[src/rtl/mdio_ctrl_pkg.sv]
package mdio_ctrl_pkg;
  localparam logic [1:0] A_SELF = 2'd0;
  localparam logic [1:0] A_CMD  = 2'd1;
  localparam logic [1:0] A_DATA = 2'd2;
  localparam logic [1:0] A_STAT = 2'd3;

  localparam int CMD_RD_BIT  = 15;
  localparam int CMD_WR_BIT  = 14;
  localparam int SC_RST_BIT  = 0;
  localparam int SC_SUPP_BIT = 8;
  localparam int SC_DIV_LSB  = 9;

  localparam int FRAME_BITS = 64;
  localparam int SHORT_BITS = 32;
  localparam int DATA_BITS  = 16;
  localparam int TAIL_BITS  = DATA_BITS + 2;

  typedef struct packed {
    logic [1:0]  st;
    logic [1:0]  op;
    logic [4:0]  phy;
    logic [4:0]  regn;
    logic [1:0]  ta;
    logic [15:0] dat;
  } mdio_frame_t;

  function automatic mdio_frame_t make_frame(input logic rd, input logic [4:0] phy,
                                             input logic [4:0] regn, input logic [15:0] d);
    mdio_frame_t f;
    f.st   = 2'b01;
    f.op   = rd ? 2'b10 : 2'b01;
    f.phy  = phy;
    f.regn = regn;
    f.ta   = rd ? 2'b11 : 2'b10;
    f.dat  = rd ? 16'hFFFF : d;
    return f;
  endfunction
endpackage

[src/rtl/mdio_clkgen.sv]
module mdio_clkgen #(
  parameter int DIV_W = 7
) (
  input  logic             clk,
  input  logic             rst_n,
  input  logic             run,
  input  logic [DIV_W-1:0] div_m1,
  output logic             mdc,
  output logic             rise_tick,
  output logic             fall_tick
);
  logic [DIV_W-1:0] eff, half, cnt_q, cnt_n;
  logic [DIV_W:0]   per;
  logic             mdc_q, mdc_n;

  assign eff  = (div_m1 == '0) ? DIV_W'(1) : div_m1;
  assign per  = {1'b0, eff} + (DIV_W+1)'(1);
  assign half = per[DIV_W:1];

  assign rise_tick = run && (cnt_q == eff);
  assign fall_tick = run && (cnt_q == half - DIV_W'(1));
  assign mdc       = mdc_q;

  always_comb begin
    cnt_n = cnt_q;
    mdc_n = mdc_q;
    if (!run) begin
      cnt_n = half;
      mdc_n = 1'b0;
    end else if (rise_tick) begin
      cnt_n = '0;
      mdc_n = 1'b1;
    end else begin
      cnt_n = cnt_q + DIV_W'(1);
      if (fall_tick) mdc_n = 1'b0;
    end
  end

  always_ff @(posedge clk or negedge rst_n) begin
    if (!rst_n) begin
      cnt_q <= DIV_W'(1);
      mdc_q <= 1'b0;
    end else begin
      cnt_q <= cnt_n;
      mdc_q <= mdc_n;
    end
  end
endmodule

[src/rtl/mdio_engine.sv]
module mdio_engine
  import mdio_ctrl_pkg::*;
(
  input  logic        clk,
  input  logic        rst_n,
  input  logic        abort,
  input  logic        start,
  input  logic        start_rd,
  input  logic [4:0]  phy,
  input  logic [4:0]  regn,
  input  logic [15:0] wdat,
  input  logic        supp,
  input  logic        rise_tick,
  input  logic        fall_tick,
  input  logic        mdio_i,
  output logic        busy,
  output logic        mdio_o,
  output logic        mdio_oe,
  output logic        rd_done,
  output logic [15:0] rd_data
);
  logic                  busy_q, busy_n, rd_q, rd_n, oe_q, oe_n;
  logic [FRAME_BITS-1:0] sh_q, sh_n;
  logic [5:0]            rem_q, rem_n, rem_dec;
  logic [15:0]           cap_q, cap_n;
  mdio_frame_t           frm;

  assign frm     = make_frame(start_rd, phy, regn, wdat);
  assign rem_dec = rem_q - 6'd1;
  assign busy    = busy_q;
  assign mdio_o  = sh_q[FRAME_BITS-1];
  assign mdio_oe = oe_q;
  assign rd_data = cap_q;
  assign rd_done = busy_q && !abort && fall_tick && (rem_q == 6'd0) && rd_q;

  always_comb begin
    busy_n = busy_q;
    rd_n   = rd_q;
    oe_n   = oe_q;
    sh_n   = sh_q;
    rem_n  = rem_q;
    cap_n  = cap_q;
    if (abort) begin
      busy_n = 1'b0;
      oe_n   = 1'b0;
    end else if (!busy_q) begin
      if (start) begin
        busy_n = 1'b1;
        oe_n   = 1'b1;
        rd_n   = start_rd;
        sh_n   = supp ? {frm, 32'h0} : {32'hFFFF_FFFF, frm};
        rem_n  = supp ? 6'(SHORT_BITS - 1) : 6'(FRAME_BITS - 1);
      end
    end else begin
      if (rise_tick && rd_q && (rem_q < 6'(DATA_BITS)))
        cap_n = {cap_q[14:0], mdio_i};
      if (fall_tick) begin
        if (rem_q == 6'd0) begin
          busy_n = 1'b0;
          oe_n   = 1'b0;
        end else begin
          sh_n  = {sh_q[FRAME_BITS-2:0], 1'b0};
          rem_n = rem_dec;
          oe_n  = !(rd_q && (rem_dec < 6'(TAIL_BITS)));
        end
      end
    end
  end

  always_ff @(posedge clk or negedge rst_n) begin
    if (!rst_n) begin
      busy_q <= 1'b0;
      rd_q   <= 1'b0;
      oe_q   <= 1'b0;
      sh_q   <= '0;
      rem_q  <= '0;
      cap_q  <= '0;
    end else begin
      busy_q <= busy_n;
      rd_q   <= rd_n;
      oe_q   <= oe_n;
      sh_q   <= sh_n;
      rem_q  <= rem_n;
      cap_q  <= cap_n;
    end
  end
endmodule

[src/rtl/mdio_ctrl.sv]
module mdio_ctrl
  import mdio_ctrl_pkg::*;
#(
  parameter int DIV_W       = 7,
  parameter int SRST_CYCLES = 8
) (
  input  logic        clk,
  input  logic        rst_n,
  input  logic        reg_we,
  input  logic [1:0]  reg_addr,
  input  logic [15:0] reg_wdata,
  output logic [15:0] reg_rdata,
  output logic        mdc,
  output logic        mdio_o,
  output logic        mdio_oe,
  input  logic        mdio_i
);
  localparam int SR_W = $clog2(SRST_CYCLES + 1);

  logic [DIV_W-1:0] div_q, div_n;
  logic             supp_q, supp_n;
  logic [SR_W-1:0]  srst_q, srst_n;
  logic [15:0]      data_q, data_n, cmd_q, cmd_n, rd_data;
  logic             srst_active, busy, open_wr, cmd_start, rd_done;
  logic             rise_tick, fall_tick;
  logic [15:0]      sc_word;
  logic             unused_wdata;

  assign unused_wdata = ^reg_wdata;
  assign srst_active  = (srst_q != '0);
  assign open_wr      = !busy && !srst_active;
  assign cmd_start    = reg_we && (reg_addr == A_CMD) && open_wr &&
                        (reg_wdata[CMD_RD_BIT] || reg_wdata[CMD_WR_BIT]);

  mdio_clkgen #(.DIV_W(DIV_W)) u_clk (
    .clk(clk), .rst_n(rst_n), .run(busy), .div_m1(div_q),
    .mdc(mdc), .rise_tick(rise_tick), .fall_tick(fall_tick)
  );

  mdio_engine u_eng (
    .clk(clk), .rst_n(rst_n), .abort(srst_active), .start(cmd_start),
    .start_rd(reg_wdata[CMD_RD_BIT]), .phy(reg_wdata[9:5]), .regn(reg_wdata[4:0]),
    .wdat(data_q), .supp(supp_q), .rise_tick(rise_tick), .fall_tick(fall_tick),
    .mdio_i(mdio_i), .busy(busy), .mdio_o(mdio_o), .mdio_oe(mdio_oe),
    .rd_done(rd_done), .rd_data(rd_data)
  );

  always_comb begin
    div_n  = div_q;
    supp_n = supp_q;
    data_n = data_q;
    cmd_n  = cmd_q;
    srst_n = srst_active ? srst_q - SR_W'(1) : srst_q;
    if (rd_done) data_n = rd_data;
    if (reg_we && !srst_active) begin
      unique case (reg_addr)
        A_SELF: begin
          if (reg_wdata[SC_RST_BIT]) begin
            srst_n = SR_W'(SRST_CYCLES);
            div_n  = '0;
            supp_n = 1'b0;
            data_n = '0;
            cmd_n  = '0;
          end else if (!busy) begin
            div_n  = reg_wdata[SC_DIV_LSB +: DIV_W];
            supp_n = reg_wdata[SC_SUPP_BIT];
          end
        end
        A_CMD:   if (!busy) cmd_n = reg_wdata;
        A_DATA:  if (!busy) data_n = reg_wdata;
        default: ;
      endcase
    end
  end

  always_comb begin
    sc_word                          = '0;
    sc_word[SC_DIV_LSB +: DIV_W]     = div_q;
    sc_word[SC_SUPP_BIT]             = supp_q;
    sc_word[SC_RST_BIT]              = srst_active;
    unique case (reg_addr)
      A_SELF:  reg_rdata = sc_word;
      A_CMD:   reg_rdata = cmd_q;
      A_DATA:  reg_rdata = data_q;
      default: reg_rdata = {15'd0, busy};
    endcase
  end

  always_ff @(posedge clk or negedge rst_n) begin
    if (!rst_n) begin
      div_q  <= '0;
      supp_q <= 1'b0;
      srst_q <= '0;
      data_q <= '0;
      cmd_q  <= '0;
    end else begin
      div_q  <= div_n;
      supp_q <= supp_n;
      srst_q <= srst_n;
      data_q <= data_n;
      cmd_q  <= cmd_n;
    end
  end
endmodule

[config.mk]
export PLATFORM = sky130hd
export DESIGN_NAME = mdio_ctrl
export DESIGN_NICKNAME = d
export VERILOG_FILES = /design/src/rtl/mdio_ctrl_pkg.sv /design/src/rtl/mdio_clkgen.sv /design/src/rtl/mdio_engine.sv /design/src/rtl/mdio_ctrl.sv
export SDC_FILE = /design/constraint.sdc
export NUM_CORES = 1
export LEC_CHECK = 0
export BUFFER_PORTS_ARGS = -buffer_cell sky130_fd_sc_hd__buf_4
export CORE_UTILIZATION = 62
export CTS_CLUSTER_DIAMETER = 120
export DETAILED_ROUTE_END_ITERATION = 7
export PLACE_DENSITY = 0.91
export SYNTH_ARGS = -nofsm -noshare
export SYNTH_HDL_FRONTEND = slang
export SYNTH_SLANG_ARGS = --single-unit
[constraint.sdc]
create_clock -name clk -period 6.45 [get_ports clk]
set_input_delay 0 -clock clk [delete_from_list [all_inputs] [get_ports clk]]
set_output_delay 0 -clock clk [all_outputs]
set_load 0.03 [all_outputs]
==> results of run 1 <==
-- cell families after synthesis --
logic type,Yosys count,synth area share (%)
xor gates and xnor gates,29,3.69
DFF,141,48.6
buffers and inverters,85,5.26
and+or+nand+nor,206,14.7
muxes,48,7.19
AOI/OAI and AO/OA,229,19.8
adders and majority gates,4,0.690
-- power breakdown --
part | internal (mW) | switching (mW) | leakage, nW
Combinational | 0.614 | 0.754 | 1.54
Clock | 0.522 | 0.348 | 0.252
Sequential | 1.24 | 0.409 | 1.74
-- critical path, stage by stage, from the launching register on --
cell and delay, ns:
dfrtp_1 0.56, nor4_4 0.41, a21oi_1 0.21, ha_1 0.30, or4b_1 0.56, a21boi_1 0.19
o2111ai_2 0.24, nor4b_4 0.28, or2_2 0.74, buf_4 0.41, mux2i_1 0.23
-- registers in the layout, indices dropped and copies added, names as in the netlist --
name and flops:
u_eng.sh_q 64, cmd_q 16, data_q 16, u_eng.rd_data 16, div_q 7, u_clk.cnt_q 7, u_eng.rem_q 6, srst_q 4
supp_q 1, u_clk.mdc 1, u_eng.busy 1, u_eng.mdio_oe 1, u_eng.rd_q 1
-- final timing paths --
check                                     from  cells after the start  slack (ns)              to
worst max-delay path                  div_q[3]                     10        2.20  u_eng.sh_q[30]
worst min-delay path             reg_wdata[15]                      3        0.02      data_q[15]
worst max register to register        div_q[3]                     10        2.20  u_eng.sh_q[30]
worst min register to register  u_eng.sh_q[30]                      2        0.50  u_eng.sh_q[31]
max in group asynchronous                rst_n                      3        4.89      u_eng.busy
min in group asynchronous                rst_n                      2        0.13  u_clk.cnt_q[3]
-- cell usage after synthesis (2+ instances only) --
cell type / count / area share [%]
xnor2_1: 20 / 2.4
and3_1: 5 / 0.43
and3b_1: 2 / 0.24
ha_1: 4 / 0.69
o22ai_1: 32 / 2.8
o21ai_1: 2 / 0.14
buf_1: 3 / 0.16
clkbuf_1: 47 / 2.4
a22oi_1: 19 / 2.0
o21a_1: 3 / 0.31
nor3_1: 83 / 5.7
mux2i_1: 24 / 3.3
buf_2: 11 / 0.76
nor3b_1: 3 / 0.31
inv_1: 16 / 0.83
nor4_1: 3 / 0.26
nor2b_1: 4 / 0.34
nand4_1: 2 / 0.17
o31ai_1: 3 / 0.31
and2_1: 3 / 0.26
nand3_1: 15 / 1.0
a21oi_1: 88 / 6.1
buf_6: 6 / 0.93
nor4_4: 3 / 0.88
xor2_1: 8 / 0.97
or3_1: 2 / 0.17
mux2_2: 22 / 3.4
o21ai_0: 33 / 2.3
dfrtp_1: 140 / 48
nand2b_1: 2 / 0.17
nand2_1: 43 / 2.2
a22o_1: 38 / 4.6
nor2_1: 31 / 1.6
-- layer usage --
| layer | share of wire (%) | wire (um) | track usage, % | vias up |
|---|---|---|---|---|
| met3 | 9.6 | 1940 | 7.70 | 101 |
| met1 | 38 | 7700 | 45.6 | 3132 |
| met4 | 6.7 | 1370 | 24.8 | 0 |
| met2 | 46 | 9220 | 52.2 | 455 |
| met5 | 0 | 0 | 0 | - |
| li1 | - | - | - | 2741 |
-- per-stage QoR --
step / power [mW] / setup WS (ns) / area [um2] / cells / utilization [%]
after global placement: 2.82 / 2.51 / 7510 / 867 / 65.8
after detailed placement: 2.92 / 2.40 / 7510 / 867 / 65.8
after floorplan: 2.54 / 3.07 / 7260 / 742 / -
after CTS: 3.83 / 2.28 / 8200 / 913 / 71.8
after global routing: 4.06 / 2.03 / 8200 / 913 / 71.8
final: 3.89 / 2.20 / 8200 / 913 / 71.8
-- area by class of cell --
cell class	instances	area (um2)
clock buffer	26	499
clock inverter	2	10.0
fill	755	3220
inverter	17	63.8
multi-input combinational	516	3360
sequential	141	3530
tap	143	179
timing repair buffer	68	559
==> reports/qor.csv, run 1 <==
stage,metric,value,unit
sta,min_period,4.25,ns
global_routing,antenna_found_initial,0,
place,gp_congestion,0.924,
sta,slew_viol_final,0,
cts,clk_pin_slew_worst_paths,0.06,ns
place,hpwl,11.6,mm
synth,ys_types,55,
floorplanning,coreArea,11400,um2
place,portBuffers,40,
detailed_routing,detail-route-antenna-nets,0,
cts,hold_buffers,18,
global_routing,grt_usage,35.1,%
synth,synth_flop_cell,dfrtp_1,
synth,avgSynthCellArea,9.78,um2
floorplanning,fp.dieW,110,um
synth,synth-edff-count,0,
sta,slew_headroom,22.2,%
power,power.density,474,nW/um2
finish,layout_common_cells,"139 x dfrtp_1, 88 x a21oi_1, 83 x nor3_1, 49 x buf_4, 43 x nand2_1",
detailed_routing,wl,20.2,mm
cts,post_cts_buffers,0,
cts,cts.sink_count,141,
floorplanning,io_pins,41,
cts,cts-root-buf,clkbuf_16,
finish,antenna_cells,0,
synth,syn-num-nets,768,
detailed_routing,remaining_drc_errors,0,
detailed_routing,drtPass1Iterations,6,
floorplanning,fp.dieH,110,um
synth,async_flop_share,100,%
worst_hold_path,hp-class,primary input to register,
synth,syn_inst,742,
sta,setup_violations,0,
floorplanning,rows,39,
sta,holdWs,0.0233,ns
synth,ys_warn_count,0,
global_routing,grt_pass1_vias,6012,
flow_run,cap_violations,0,
worst_setup_path,setup.worst_path.class,register to register,
cts,cts_buffer_depth,2,
floorplanning,initial_utilization,63.5,%
detailed_routing,wire_per_inst,22.2,um
cts,cts_tree,yes,
detailed_routing,drt_iter0_drc,853,
sta,clock.fmax,236,MHz
cts,numCtsBuffers,17,
sta,rsz0062_at_grt,false,
sta,clock_skew,0.00679,ns
finish,nets,787,
synth,synthesis.area,7260,um2
global_routing,grt_max_degree,79,
worst_setup_path,cp.required,6.78,ns
sta,final_hold_viol_count,0,
synth,seq_area_frac_synth,48.6,%
worst_setup_path,start_kind,register,
detailed_routing,vias_per_cell,7.04,
sta,finalCritPeriodShare,65.8,%
finish,syn_to_final_growth,13.0,%
cts,cts_max_level,4,
global_routing,grt_first_pass_wirelength,31.6,mm
outcome,outcome,completed,
detailed_routing,num_vias,6429,
sta,setup_tns,0,ns
power,peakVddDrop,255,uV
global_routing,overflow,0,
floorplanning,dieArea,12100,um2
synth,ys_ff_latch,141,
worst_setup_path,arrival,4.58,ns
power,power.leakage,3.54,nW
worst_setup_path,endpoint_kind,register,
worst_setup_path,path_max_fanout,44,
cts,cts-resized-gates,0,
finish,drive_gt1_share,14.2,%
cts,worstSkewPairLatency,0.42,ns
sta,tightest_slew,1.16,ns
finish,final_common_cell,dfrtp_1,
(Power assumes the default switching activity.)
==> run 2: changes to the inputs <==
--- a/config.mk
+++ b/config.mk
@@ -6,10 +6,10 @@
 export NUM_CORES = 1
 export LEC_CHECK = 0
 export BUFFER_PORTS_ARGS = -buffer_cell sky130_fd_sc_hd__buf_4
-export CORE_UTILIZATION = 62
+export CORE_UTILIZATION = 55
 export CTS_CLUSTER_DIAMETER = 120
 export DETAILED_ROUTE_END_ITERATION = 7
-export PLACE_DENSITY = 0.91
+export PLACE_DENSITY = 0.86
 export SYNTH_ARGS = -nofsm -noshare
 export SYNTH_HDL_FRONTEND = slang
 export SYNTH_SLANG_ARGS = --single-unit
==> constraint.sdc (replaced) <==
create_clock -name clk -period 3.65 [get_ports clk]
set_input_delay 0 -clock clk [delete_from_list [all_inputs] [get_ports clk]]
set_output_delay 0 -clock clk [all_outputs]
set_load 0.03 [all_outputs]
==> run 2 against run 1 <==
Critical path depth stayed put. Clock-buffer cell count decreased by 6. Critical endpoint is now u_eng.sh_q[48]. Largest power group unchanged. Cell count is 4.9% higher. Clock power rose by 130%. Register-to-register slack lost 2.0 ns. Die area up 12%. Clock skew rose by 0.0054 ns. Highest routed layer unchanged. Core utilization decreased by 4.7 points.
==> reports/qor.csv, run 2 (synthesis results as in run 1) <==
stage,metric,value,unit
outcome,outcome,completed,
global_routing,overflow,0,
detailed_routing,drt_iter0_drc,748,
sta,finalCritPeriodShare,95.3,%
cts,cts_tree,yes,
finish,seq_area,3530,um2
finish,nFillCells,954,
finish,drive_gt1_share,16.2,%
finish,multiInputGateArea,3360,um2
finish,regMostFlops,u_eng.sh_q,
cts,numCtsBuffers,17,
place,hpwl,12.4,mm
finish,largest_register_ffs,64,
power,power.density,846,nW/um2
cts,cts_buffer_depth,2,
finish,layout_common_cells,"139 x dfrtp_1, 88 x a21oi_1, 83 x nor3_1, 56 x buf_4, 43 x nand2_1",
floorplanning,rows,41,
worst_setup_path,arrival,3.81,ns
sta,clock_skew,0.0122,ns
detailed_routing,drtPass1Iterations,6,
cts,worstSkewPairLatency,0.43,ns
worst_setup_path,setup.worst_path.class,register to register,
worst_setup_path,rrSetupSlack,0.17,ns
finish,antenna_cells,0,
global_routing,grt_first_pass_wirelength,32.8,mm
detailed_routing,wire_per_inst,21.0,um
sta,holdWs,0.0554,ns
sta,slew_viol_final,0,
worst_setup_path,endpoint_kind,register,
global_routing,use_met3,7.16,%
sta,setup_tns,0,ns
sta,final_hold_viol_count,0,
global_routing,grt_max_degree,84,
power,power.leakage,3.69,nW
sta,tightest_slew,0.773,ns
sta,clock.fmax,287,MHz
global_routing,antenna_found_initial,0,
finish,nets,799,
detailed_routing,num_vias,6320,
cts,cts-root-buf,clkbuf_16,
cts,cts_max_level,4,
cts,cts.sink_count,141,
floorplanning,dieArea,13700,um2
place,gp_congestion,0.874,
place,portBuffers,40,
finish,final_common_cell,dfrtp_1,
floorplanning,fp.dieH,117,um
detailed_routing,remaining_drc_errors,0,
floorplanning,coreArea,12700,um2
global_routing,grt_busiest_layer,met2,
floorplanning,io_pins,41,
sta,min_period,3.48,ns
flow_run,cap_violations,0,
worst_setup_path,path_max_fanout,45,
global_routing,grt_usage,32.0,%
sta,setup_violations,0,
worst_hold_path,hp-class,primary input to register,
sta,rsz0062_at_grt,true,
power,peakVddDrop,429,uV
global_routing,use_met1,40.5,%
finish,syn_to_final_growth,17.7,%
detailed_routing,vias_per_cell,6.60,
floorplanning,initial_utilization,57.0,%
worst_setup_path,cp.required,3.99,ns
worst_setup_path,start_kind,register,
global_routing,met2_usage,49.7,%
detailed_routing,detail-route-antenna-nets,0,
floorplanning,fp.dieW,117,um
global_routing,grt_pass1_vias,6407,
cts,clk_pin_slew_worst_paths,0.06,ns
sta,slew_headroom,48.5,%
detailed_routing,wl,20.1,mm
## run 2: changes by cell type in the layout (fill, tap and decap cells not counted), moves of 2 or more
cell and delta:
buf_4 +7, bufinv_16 +6, clkbuf_1 -3, clkinv_2 +2, buf_12 +3, clkbuf_8 -3
## run 2: routing by layer
metal  up-vias  routed length (um)  share of wire, %
li1       2775                   -                 -
met1      3108                7970                40
met2       357                9520                47
met3        80                1630               8.1
met4         0                 985               4.9
met5         -                   0                 0
## run 2: worst paths after layout
kind                           startpoint             end  depth (start not counted)
setup / recovery                 div_q[6]  u_eng.sh_q[48]                         10
hold / removal              reg_wdata[15]      data_q[15]                          3
setup reg to reg                 div_q[6]  u_eng.sh_q[48]                         10
hold reg to reg            u_eng.sh_q[30]  u_eng.sh_q[31]                          2
max in group asynchronous           rst_n  u_eng.sh_q[57]                          3
min in group asynchronous           rst_n      data_q[10]                          2
## run 2: stage by stage
stage / power (mW) / utilization, % / instances / worst slack [ns] / area, um2
global route: 7.61 / 67.1 / 958 / -0.0133 / 8540
detailed placement: 5.17 / 60.3 / 906 / 0.234 / 7670
floorplan: 4.48 / - / 742 / 0.267 / 7260
finish: 7.23 / 67.1 / 958 / 0.171 / 8540
CTS: 7.18 / 67.0 / 957 / 0.156 / 8520
global placement: 5.01 / 60.3 / 906 / 0.360 / 7670
## run 2: repair_timing
item | in CTS | in global routing
endpoints found under the hold margin | 140 | 0
endpoints found under the setup margin | 0 | 3
hold buffers | 19 | 0
buffers inserted | 0 | 1
resized for setup | 0 | 1
## run 2: final cells by class
class,instances,area share [%]
Sequential cell,141,41.3
Multi-Input combinational cell,516,39.3
Timing Repair Buffer,80,8.31
Clock buffer,20,5.23
Clock inverter,12,2.53
Tap cell,172,2.52
Inverter,17,0.747
## run 2: power breakdown
part	leakage, nW	internal [mW]	switching (mW)
sequential	1.74	2.19	0.638
clock	0.324	1.30	0.664
combinational	1.62	1.11	1.33
total	3.69	4.59	2.63
## run 2: worst max-delay path: stages, from the launching register on
cell       delay (ns)
dfrtp_1          0.49
nor4_4           0.33
a21oi_1          0.19
ha_1             0.28
or4b_1           0.57
a21boi_1         0.20
o2111ai_2        0.24
nor4b_4          0.35
or2_2            0.25
buf_12           0.25
mux2i_1          0.24
